<file path="src/rtl/csr_pkg.sv">
`timescale 1ns/1ps
package csr_pkg;

   typedef enum logic [0:0] {
      ST_IDLE  = 1'b0,
      ST_ISSUE = 1'b1
   } csr_state_e;

   localparam int PICK_PREFIX  = 0;
   localparam int PICK_ISOLATE = 1;

endpackage

</file>
<file path="src/rtl/csr_lane_pick.sv">
`timescale 1ns/1ps
module csr_lane_pick #(
   parameter int LANES      = 32,
   parameter int PICK_STYLE = 0
) (
   input  logic [LANES-1:0] pend_i,
   output logic [LANES-1:0] first_o
);
   import csr_pkg::*;

   generate
      if (PICK_STYLE == PICK_PREFIX) begin : g_prefix
         logic [LANES-1:0] below;
         assign below[0] = 1'b0;
         for (genvar i = 1; i < LANES; i++) begin : g_chain
            assign below[i] = below[i-1] | pend_i[i-1];
         end
         assign first_o = pend_i & ~below;
      end else begin : g_isolate
         assign first_o = pend_i & (~pend_i + {{(LANES-1){1'b0}}, 1'b1});
      end
   endgenerate

endmodule

</file>
<file path="src/rtl/csr_addr_match.sv">
`timescale 1ns/1ps
module csr_addr_match #(
   parameter int LANES  = 32,
   parameter int ADDR_W = 10
) (
   input  logic [LANES*ADDR_W-1:0] addr_i,
   input  logic [LANES-1:0]        pend_i,
   input  logic [LANES-1:0]        sel_i,
   output logic [ADDR_W-1:0]       key_o,
   output logic [LANES-1:0]        hit_o
);

   always_comb begin
      key_o = '0;
      for (int i = 0; i < LANES; i++) begin
         if (sel_i[i]) key_o = key_o | addr_i[i*ADDR_W +: ADDR_W];
      end
   end

   generate
      for (genvar i = 0; i < LANES; i++) begin : g_cmp
         assign hit_o[i] = pend_i[i] && (addr_i[i*ADDR_W +: ADDR_W] == key_o);
      end
   endgenerate

endmodule

</file>
<file path="src/rtl/csr_result_bank.sv">
`timescale 1ns/1ps
module csr_result_bank #(
   parameter int LANES  = 32,
   parameter int DATA_W = 32
) (
   input  logic                    clk,
   input  logic                    rst_n,
   input  logic                    clr_i,
   input  logic [LANES-1:0]        wr_mask_i,
   input  logic [DATA_W-1:0]       wr_data_i,
   output logic [LANES*DATA_W-1:0] result_o
);

   generate
      for (genvar i = 0; i < LANES; i++) begin : g_lane
         logic [DATA_W-1:0] val_q;
         always_ff @(posedge clk or negedge rst_n) begin
            if (!rst_n)            val_q <= '0;
            else if (clr_i)        val_q <= '0;
            else if (wr_mask_i[i]) val_q <= wr_data_i;
         end
         assign result_o[i*DATA_W +: DATA_W] = val_q;
      end
   endgenerate

endmodule

</file>
<file path="src/rtl/const_read_serializer.sv">
`timescale 1ns/1ps
module const_read_serializer #(
   parameter int LANES      = 32,
   parameter int ADDR_W     = 10,
   parameter int DATA_W     = 32,
   parameter int CNT_W      = 16,
   parameter int PICK_STYLE = 0
) (
   input  logic                    clk,
   input  logic                    rst_n,
   input  logic                    req_valid_i,
   output logic                    req_ready_o,
   input  logic [LANES-1:0]        req_mask_i,
   input  logic [LANES*ADDR_W-1:0] req_addr_i,
   output logic                    rd_en_o,
   output logic [ADDR_W-1:0]       rd_addr_o,
   input  logic [DATA_W-1:0]       rd_data_i,
   output logic                    done_o,
   output logic [LANES*DATA_W-1:0] result_o,
   output logic [CNT_W-1:0]        ser_count_o
);
   import csr_pkg::*;

   localparam int ADDR_BITS = LANES * ADDR_W;
   localparam logic [CNT_W-1:0] CNT_ONE = {{(CNT_W-1){1'b0}}, 1'b1};

   generate
      if (LANES < 2) begin : g_bad_lanes
         $error("LANES must be at least 2");
      end
      if (ADDR_W < 1 || DATA_W < 1 || CNT_W < 1) begin : g_bad_width
         $error("widths must be positive");
      end
      if (PICK_STYLE != PICK_PREFIX && PICK_STYLE != PICK_ISOLATE) begin : g_bad_pick
         $error("PICK_STYLE out of range");
      end
   endgenerate

   csr_state_e             st_q;
   logic [ADDR_BITS-1:0]   addr_q;
   logic [LANES-1:0]       pend_q;
   logic [LANES-1:0]       hit_q;
   logic                   last_q;
   logic                   done_q;
   logic                   first_q;
   logic [CNT_W-1:0]       cnt_q;

   logic [LANES-1:0]       sel;
   logic [LANES-1:0]       match;
   logic [LANES-1:0]       rest;
   logic [ADDR_W-1:0]      key;
   logic                   accept;
   logic                   issuing;
   logic                   finishing;

   csr_lane_pick #(
      .LANES      (LANES),
      .PICK_STYLE (PICK_STYLE)
   ) u_pick (
      .pend_i  (pend_q),
      .first_o (sel)
   );

   csr_addr_match #(
      .LANES  (LANES),
      .ADDR_W (ADDR_W)
   ) u_match (
      .addr_i (addr_q),
      .pend_i (pend_q),
      .sel_i  (sel),
      .key_o  (key),
      .hit_o  (match)
   );

   assign req_ready_o = (st_q == ST_IDLE) && !last_q;
   assign accept      = req_valid_i && req_ready_o;
   assign rest        = pend_q & ~match;
   assign issuing     = (st_q == ST_ISSUE) && (|pend_q);
   assign finishing   = (st_q == ST_ISSUE) && (rest == '0);

   always_ff @(posedge clk or negedge rst_n) begin
      if (!rst_n) begin
         st_q    <= ST_IDLE;
         addr_q  <= '0;
         pend_q  <= '0;
         hit_q   <= '0;
         last_q  <= 1'b0;
         done_q  <= 1'b0;
         first_q <= 1'b0;
      end else begin
         hit_q  <= issuing ? match : '0;
         last_q <= finishing;
         done_q <= last_q;
         if (accept) begin
            st_q    <= ST_ISSUE;
            addr_q  <= req_addr_i;
            pend_q  <= req_mask_i;
            first_q <= 1'b1;
         end else if (st_q == ST_ISSUE) begin
            pend_q <= rest;
            if (issuing) first_q <= 1'b0;
            if (finishing) st_q <= ST_IDLE;
         end
      end
   end

   always_ff @(posedge clk or negedge rst_n) begin
      if (!rst_n)                   cnt_q <= '0;
      else if (issuing && !first_q) cnt_q <= cnt_q + CNT_ONE;
   end

   csr_result_bank #(
      .LANES  (LANES),
      .DATA_W (DATA_W)
   ) u_bank (
      .clk       (clk),
      .rst_n     (rst_n),
      .clr_i     (accept),
      .wr_mask_i (hit_q),
      .wr_data_i (rd_data_i),
      .result_o  (result_o)
   );

   assign rd_en_o     = issuing;
   assign rd_addr_o   = key;
   assign done_o      = done_q;
   assign ser_count_o = cnt_q;

endmodule

</file>
<file path="config.mk">
export PLATFORM = sky130hd
export DESIGN_NAME = const_read_serializer
export DESIGN_NICKNAME = d
export VERILOG_FILES = /design/src/rtl/csr_pkg.sv /design/src/rtl/csr_lane_pick.sv /design/src/rtl/csr_addr_match.sv /design/src/rtl/csr_result_bank.sv /design/src/rtl/const_read_serializer.sv
export SDC_FILE = /design/constraint.sdc
export NUM_CORES = 2
export LEC_CHECK = 0
export ABC_AREA = 1
export BUFFER_PORTS_ARGS = -buffer_cell sky130_fd_sc_hd__buf_2
export CORE_AREA = 4 4 557 559
export DETAILED_ROUTE_END_ITERATION = 8
export DIE_AREA = 0 0 561 563
export GPL_TIMING_DRIVEN = 0
export SLEW_MARGIN = 20
export SYNTH_ARGS = -nofsm -noshare
export SYNTH_HDL_FRONTEND = slang
export SYNTH_SLANG_ARGS = --single-unit
</file>
<file path="constraint.sdc">
create_clock -name clk -period 8.4 [get_ports clk]
set_input_delay 0.84 -clock clk [delete_from_list [all_inputs] [get_ports clk]]
set_output_delay 0.84 -clock clk [all_outputs]
set_load 0.05 [all_outputs]
</file>
-- After elaboration in Yosys (flattened, before gate mapping)
Index checks and enable logic that the tools add are counted.
- output and inout bits: 1053
- flip-flop bits (word level): 1428
- logic and storage cells: 320
- add/sub/neg operators: 1
- equal/unequal tests: 32
- multiplexer cells: 105
- reductions and logical operators: 76
- bitwise gates (word level): 66
- operator list (operator ; number):
    $mux 32 ; 67
    $eq 10x10->1 ; 32
    $mux 10 ; 32
    $or 10x10->10 ; 31
    $reduce_bool 2->1 ; 34
    $and 32x32->32 ; 2
    $not 32->32 ; 2
    $logic_and 1x1->1 ; 37
    $logic_not 32->1 ; 1
    $reduce_or 32->1 ; 1
    $or 1x1->1 ; 30
    $add 16x1->16 const B ; 1
    $mux 1 ; 6
    $logic_not 1->1 ; 2
    $reduce_and 2->1 ; 1
    $not 1->1 ; 1

-- Longest topological paths before layout
- word-level depth: 104
- gate-level depth with buffers: 28

-- By module
Synthesis repeated with hierarchy kept, for this count alone.
- cells, all modules: 8538
- area total of the unflattened synthesis: 66202.2 µm²
- modules (own cells, without submodules) (module ; area an instance (µm²) ; cells an instance ; times used):
    csr_result_bank ; 40809.1 ; 4566 ; 1
    const_read_serializer ; 15981.6 ; 1843 ; 1
    csr_addr_match ; 8978.6 ; 2044 ; 1
    csr_lane_pick ; 432.9 ; 85 ; 1

-- Worst setup path before layout
OpenSTA, ideal clock, no wires.
- path type: reg-to-reg
- start point: reg pend_q[8]
- end point: reg cnt_q[15] (netlist: ser_count_o[15])
- cell stages (with the launch flop): 18
- slack: 5.199 ns
- arrival time: 3.061 ns
- path buffers: 1
- cell sequence: dfrtp_1 buf_6 nor2_2 nand3_2 nor2_4 nand3_4 nor3_4 nand2_2 inv_1 a31oi_2 inv_2 nor2_4 nand4_1 nor4_2 nand4_1 nor3_1 nand3_1 xnor2_1
- longest elaborated chain between the ends: 3
- ends and longest elaborated chain (what ; line ; source):
    from (decl) ; const_read_serializer.sv:41 ; logic [LANES-1:0] pend_q;
    from (signal assigned) ; const_read_serializer.sv:97 ; pend_q <= req_mask_i;
    from (signal assigned) ; const_read_serializer.sv:100 ; pend_q <= rest;
    $reduce_or 32->1 ; const_read_serializer.sv:78 ; assign issuing = (st_q == ST_ISSUE) && (|pend_q);
    $logic_and 1x1->1 ; const_read_serializer.sv:78 ;
    via rd_en_o ; const_read_serializer.sv:15 ; output logic rd_en_o,
    $logic_and 1x1->1 ; const_read_serializer.sv:109 ; else if (issuing && !first_q) cnt_q <= cnt_q + CNT_ONE;
    to (signal assigned) ; const_read_serializer.sv:109 ;
    to (decl) ; const_read_serializer.sv:46 ; logic [CNT_W-1:0] cnt_q;
The timed path passes the listed nets, and every way through them passes these cells.
A chain may end at the register's enable or synchronous reset.

-- Worst setup path in the final report
- start point: reg pend_q[1]
- end point: out rd_addr_o[8]
- longest elaborated chain between the ends: 62
- elaborated cells on any way between the ends: 93
- classes of those cells: 31 x mux; 62 x bitwise
- ends and longest elaborated chain (what ; line ; source):
    $and 32x32->32 * ; csr_lane_pick.sv:18 ; assign first_o = pend_i & ~below;
    $mux 10 or $not 32->32 (tied branches) ; csr_addr_match.sv:16, csr_lane_pick.sv:18 ;
    $or 10x10->10 or $and 32x32->32 (tied branches) ; csr_addr_match.sv:16, csr_lane_pick.sv:18 ;
    $mux 10 ; csr_addr_match.sv:16 ; if (sel_i[i]) key_o = key_o | addr_i[i*ADDR_W +: ADDR_W];
    $or 10x10->10 ; csr_addr_match.sv:16 ;
    $mux 10 ; csr_addr_match.sv:16 ;
    $or 10x10->10 ; csr_addr_match.sv:16 ;
    $mux 10 ; csr_addr_match.sv:16 ;
    [46 not listed] ; -- ;
    $or 10x10->10 ; csr_addr_match.sv:16 ;
    $mux 10 ; csr_addr_match.sv:16 ;
    $or 10x10->10 ; csr_addr_match.sv:16 ;
    $mux 10 ; csr_addr_match.sv:16 ;
    $or 10x10->10 ; csr_addr_match.sv:16 ;
    $mux 10 ; csr_addr_match.sv:16 ;
    $or 10x10->10 ; csr_addr_match.sv:16 ;
    $mux 10 * ; csr_addr_match.sv:16 ;
    to (decl) ; const_read_serializer.sv:16 ; output logic [ADDR_W-1:0] rd_addr_o,
Mark *: on every way between the ends. The rest lies on a longest branch, timed or not.

==> flow_summary.json <==
{
  "outcome": "finished, final reports clean",
  "cp.required_ns": 7.56,
  "dpl_cell_area_um2": 72900,
  "grt_pass1_wl_um": 491000,
  "wl_um": 372000,
  "antenna_found_initial": 177,
  "final_area_um2": 78700,
  "path_cells": "nor2_4 > nand2_1 > nor2_2 > buf_2 > nand3_1 > inv_1 > a21oi_1 > nand4_1 > nor2_1 > nand3_2 > buf_2 > buf_2",
  "finalHoldViolations": 0,
  "setup_ws_ns": 2.79,
  "die_height_um": 563,
  "slew_violations": 0,
  "rrSetupSlack_ns": 3.04,
  "multiInputGateArea_um2": 20600,
  "h-tree-depth": 4,
  "cts_buffers": 170,
  "fmax_mhz": 178,
  "skew_ns": 0.0670,
  "final.setup.tns_ns": 0,
  "crit_cells": 12,
  "crit_end": "rd_addr_o[8]",
  "crit_buf_inv": 4,
  "worst-endpoint-arrival_ns": 4.77,
  "seq_area_um2": 35700,
  "syn_inst": 6855,
  "final.period_utilization_pct": 66.8,
  "timing.setup.critical_path_class": "register to output port",
  "clkTransAtPathRegs_ns": 0.06,
  "hpwl_um": 300000,
  "reg2reg_from": "pend_q[1]$_DFFE_PN0P_",
  "end_kind": "output port",
  "synthArstFlopShare_pct": 100,
  "leakagePower_nw": 39.6,
  "wl_per_cell_um": 29.1,
  "dp_cells": 12400,
  "syn-cell-area_um2": 59800,
  "min_period_ns": 5.61,
  "synth_edf_count": 0,
  "setup_viol": 0,
  "nets": 8883,
  "gp_congestion": 0.975,
  "cts_tree": "built",
  "rr_worst_depth": 24,
  "reg2reg_to": "st_q$_DFF_PN0_",
  "grt_pass1_vias": 55900,
  "yosys_warnings": 0,
  "die-area_um2": 316000,
  "die_w_um": 561,
  "hold_path_class": "primary input to register",
  "power.density_nw_per_um2": 339,
  "final_cell_mix": "nand2_1, buf_2, dfrtp_1",
  "place_ws_ns": 3.34,
  "syn_to_final_growth_pct": 31.7,
  "synthFlopType": "dfrtp_1",
  "rsz0062_at_grt": "no",
  "start_kind": "register",
  "detail-route-antenna-nets": 0,
  "coreArea_um2": 305000,
  "cts.path.max_buffers": 4,
  "relSlewSlack_pct": 16.9,
  "avgSynthCellArea_um2": 8.72,
  "drtPass1Iterations": 6,
  "drc_errors": 0,
  "cp_slowest_stage_delay_ns": 0.59,
  "critPathLaunch": "pend_q[1]$_DFFE_PN0P_",
  "port_buffers": 1439,
  "final_common_cell": "nand2_1",
  "ys_types": 35,
  "grtUsageTotal_pct": 22.4,
  "critical-path-top-delay-family": "simple AND/OR/NAND/NOR gates",
  "root_buffer": "clkbuf_16",
  "grt_overflow_total": 0,
  "clock_latency_ns": 0.87,
  "grt_max_degree": 135,
  "synth-seq-cells": 1428,
  "synth_nets": 7243,
  "cts.sinks": 1428,
  "vias_per_cell": 4.72,
  "n_fill_cell": 33300,
  "fin_util_pct": 25.8,
  "crit_fanout": 10,
  "vias": 60500,
  "yosysSeqAreaShare_pct": 59.8,
  "final_cells": 12800,
  "drive_above_1_share_pct": 22.0,
  "num_rows": 203,
  "worst_slew_pin_slew_ns": 1.24,
  "initial_core_util_pct": 19.6,
  "crit_top_cell": "buf_2",
  "ir_drop_uv": 212,
  "first_iter_violations": 7402,
  "cap_violations": 0,
  "pin_count": 1440,
  "cpMaxStageDelayCell": "nand3_1"
}
==> tightest hold or removal path, cell delays in order <==
cell	delay (ns)
buf_2	0.08
nand2_1	0.04
o21ai_0	0.06
==> what timing repair did <==
| item | in CTS | in global routing |
|---|---|---|
| setup buffers | 0 | 0 |
| resized for setup | 0 | 0 |
| setup endpoints to repair | 0 | 0 |
| hold buffers | 1 | 0 |
| endpoints found under the hold margin | 21 | 0 |
==> sequential cells by signal, summed over array words and instances, names as in the netlist <==
| name | count |
|---|---|
| addr_q | 320 |
| ser_count_o | 16 |
| st_q | 1 |
| u_bank.g_lane.val_q | 1024 |
| pend_q | 32 |
| last_q | 1 |
| done_o | 1 |
| first_q | 1 |
| hit_q | 32 |
==> cell type report <==
cell class,instances,area share (%)
timing repair buffer,1468,10.0
clock buffer,244,6.24
multi-input combinational,4530,26.2
clock inverter,60,0.931
sequential,1428,45.4
antenna,74,0.235
tap,4100,6.52
inverter,404,1.93
buffer,493,2.58
==> cells in the mapped netlist (4+ instances only) <==
| library cell | instances | share of area (%) |
|---|---|---|
| a21oi_1 | 13 | 0.11 |
| a22oi_1 | 39 | 0.49 |
| buf_1 | 9 | 0.057 |
| buf_2 | 31 | 0.26 |
| buf_4 | 19 | 0.24 |
| clkbuf_1 | 431 | 2.7 |
| dfrtp_1 | 1428 | 60 |
| inv_1 | 394 | 2.5 |
| inv_2 | 10 | 0.063 |
| nand2_1 | 2171 | 14 |
| nand3_1 | 138 | 1.2 |
| nand3_2 | 10 | 0.17 |
| nand4_1 | 330 | 3.5 |
| nor2_1 | 307 | 1.9 |
| nor2_2 | 8 | 0.084 |
| nor2_4 | 5 | 0.094 |
| nor3_1 | 31 | 0.26 |
| o21ai_0 | 1371 | 11 |
| o21ai_1 | 4 | 0.033 |
| o22ai_1 | 17 | 0.18 |
| xnor2_1 | 7 | 0.10 |
| xor2_1 | 62 | 0.91 |
==> worst min path at each step <==
stage / cells after the start / slack [ns] / from / endpoint
after floorplan: 0 / 0.35 / last_q$_DFF_PN0_ / done_o$_DFF_PN0_
after global placement: 0 / 0.36 / last_q$_DFF_PN0_ / done_o$_DFF_PN0_
after detailed placement: 0 / 0.36 / last_q$_DFF_PN0_ / done_o$_DFF_PN0_
after CTS: 3 / 0.13 / req_addr_i[182] / addr_q[182]$_DFFE_PN0P_
after global routing: 3 / 0.18 / req_addr_i[165] / addr_q[165]$_DFFE_PN0P_
final: 3 / 0.21 / req_addr_i[165] / addr_q[165]$_DFFE_PN0P_
==> where the power goes <==
part / internal, W / total, W / switching [W]
Sequential: 0.00809 / 0.00900 / 0.000910
Combinational: 0.00229 / 0.0100 / 0.00776
Clock: 0.00435 / 0.00765 / 0.00329
==> metrics by stage <==
stage | power [W] | hold slack [ns]
global route | 0.0278 | 0.180
global placement | 0.0189 | 0.365
floorplan | 0.0151 | 0.354
CTS | 0.0266 | 0.135
detailed placement | 0.0189 | 0.361
finish | 0.0267 | 0.215
==> per-layer routing <==
metal / vias up / global-route usage (%) / routed length (um)
li1: 25800 / - / -
met1: 29900 / 27.6 / 142000
met2: 3816 / 36.0 / 170000
met3: 869 / 6.17 / 37400
met4: 42 / 11.4 / 22400
met5: - / 0 / 255
==> logic make-up (layout without fill, tap and decap cells) <==
family                   count (synthesis)  count (layout)  share of synthesized area (%)
AND/OR/NAND/NOR                       3013            3013                           21.0
AO/OA/AOI/OAI                         1447            1447                           12.3
flip-flops                            1428            1428                           59.8
buffers and inverters                  897            2669                           5.86
XOR/XNOR                                69              69                           1.01
adder cells (fa/ha/maj)                  1               1                         0.0209
other                                    0              74                              0
Note: power is estimated with default switching activity, not from simulation.
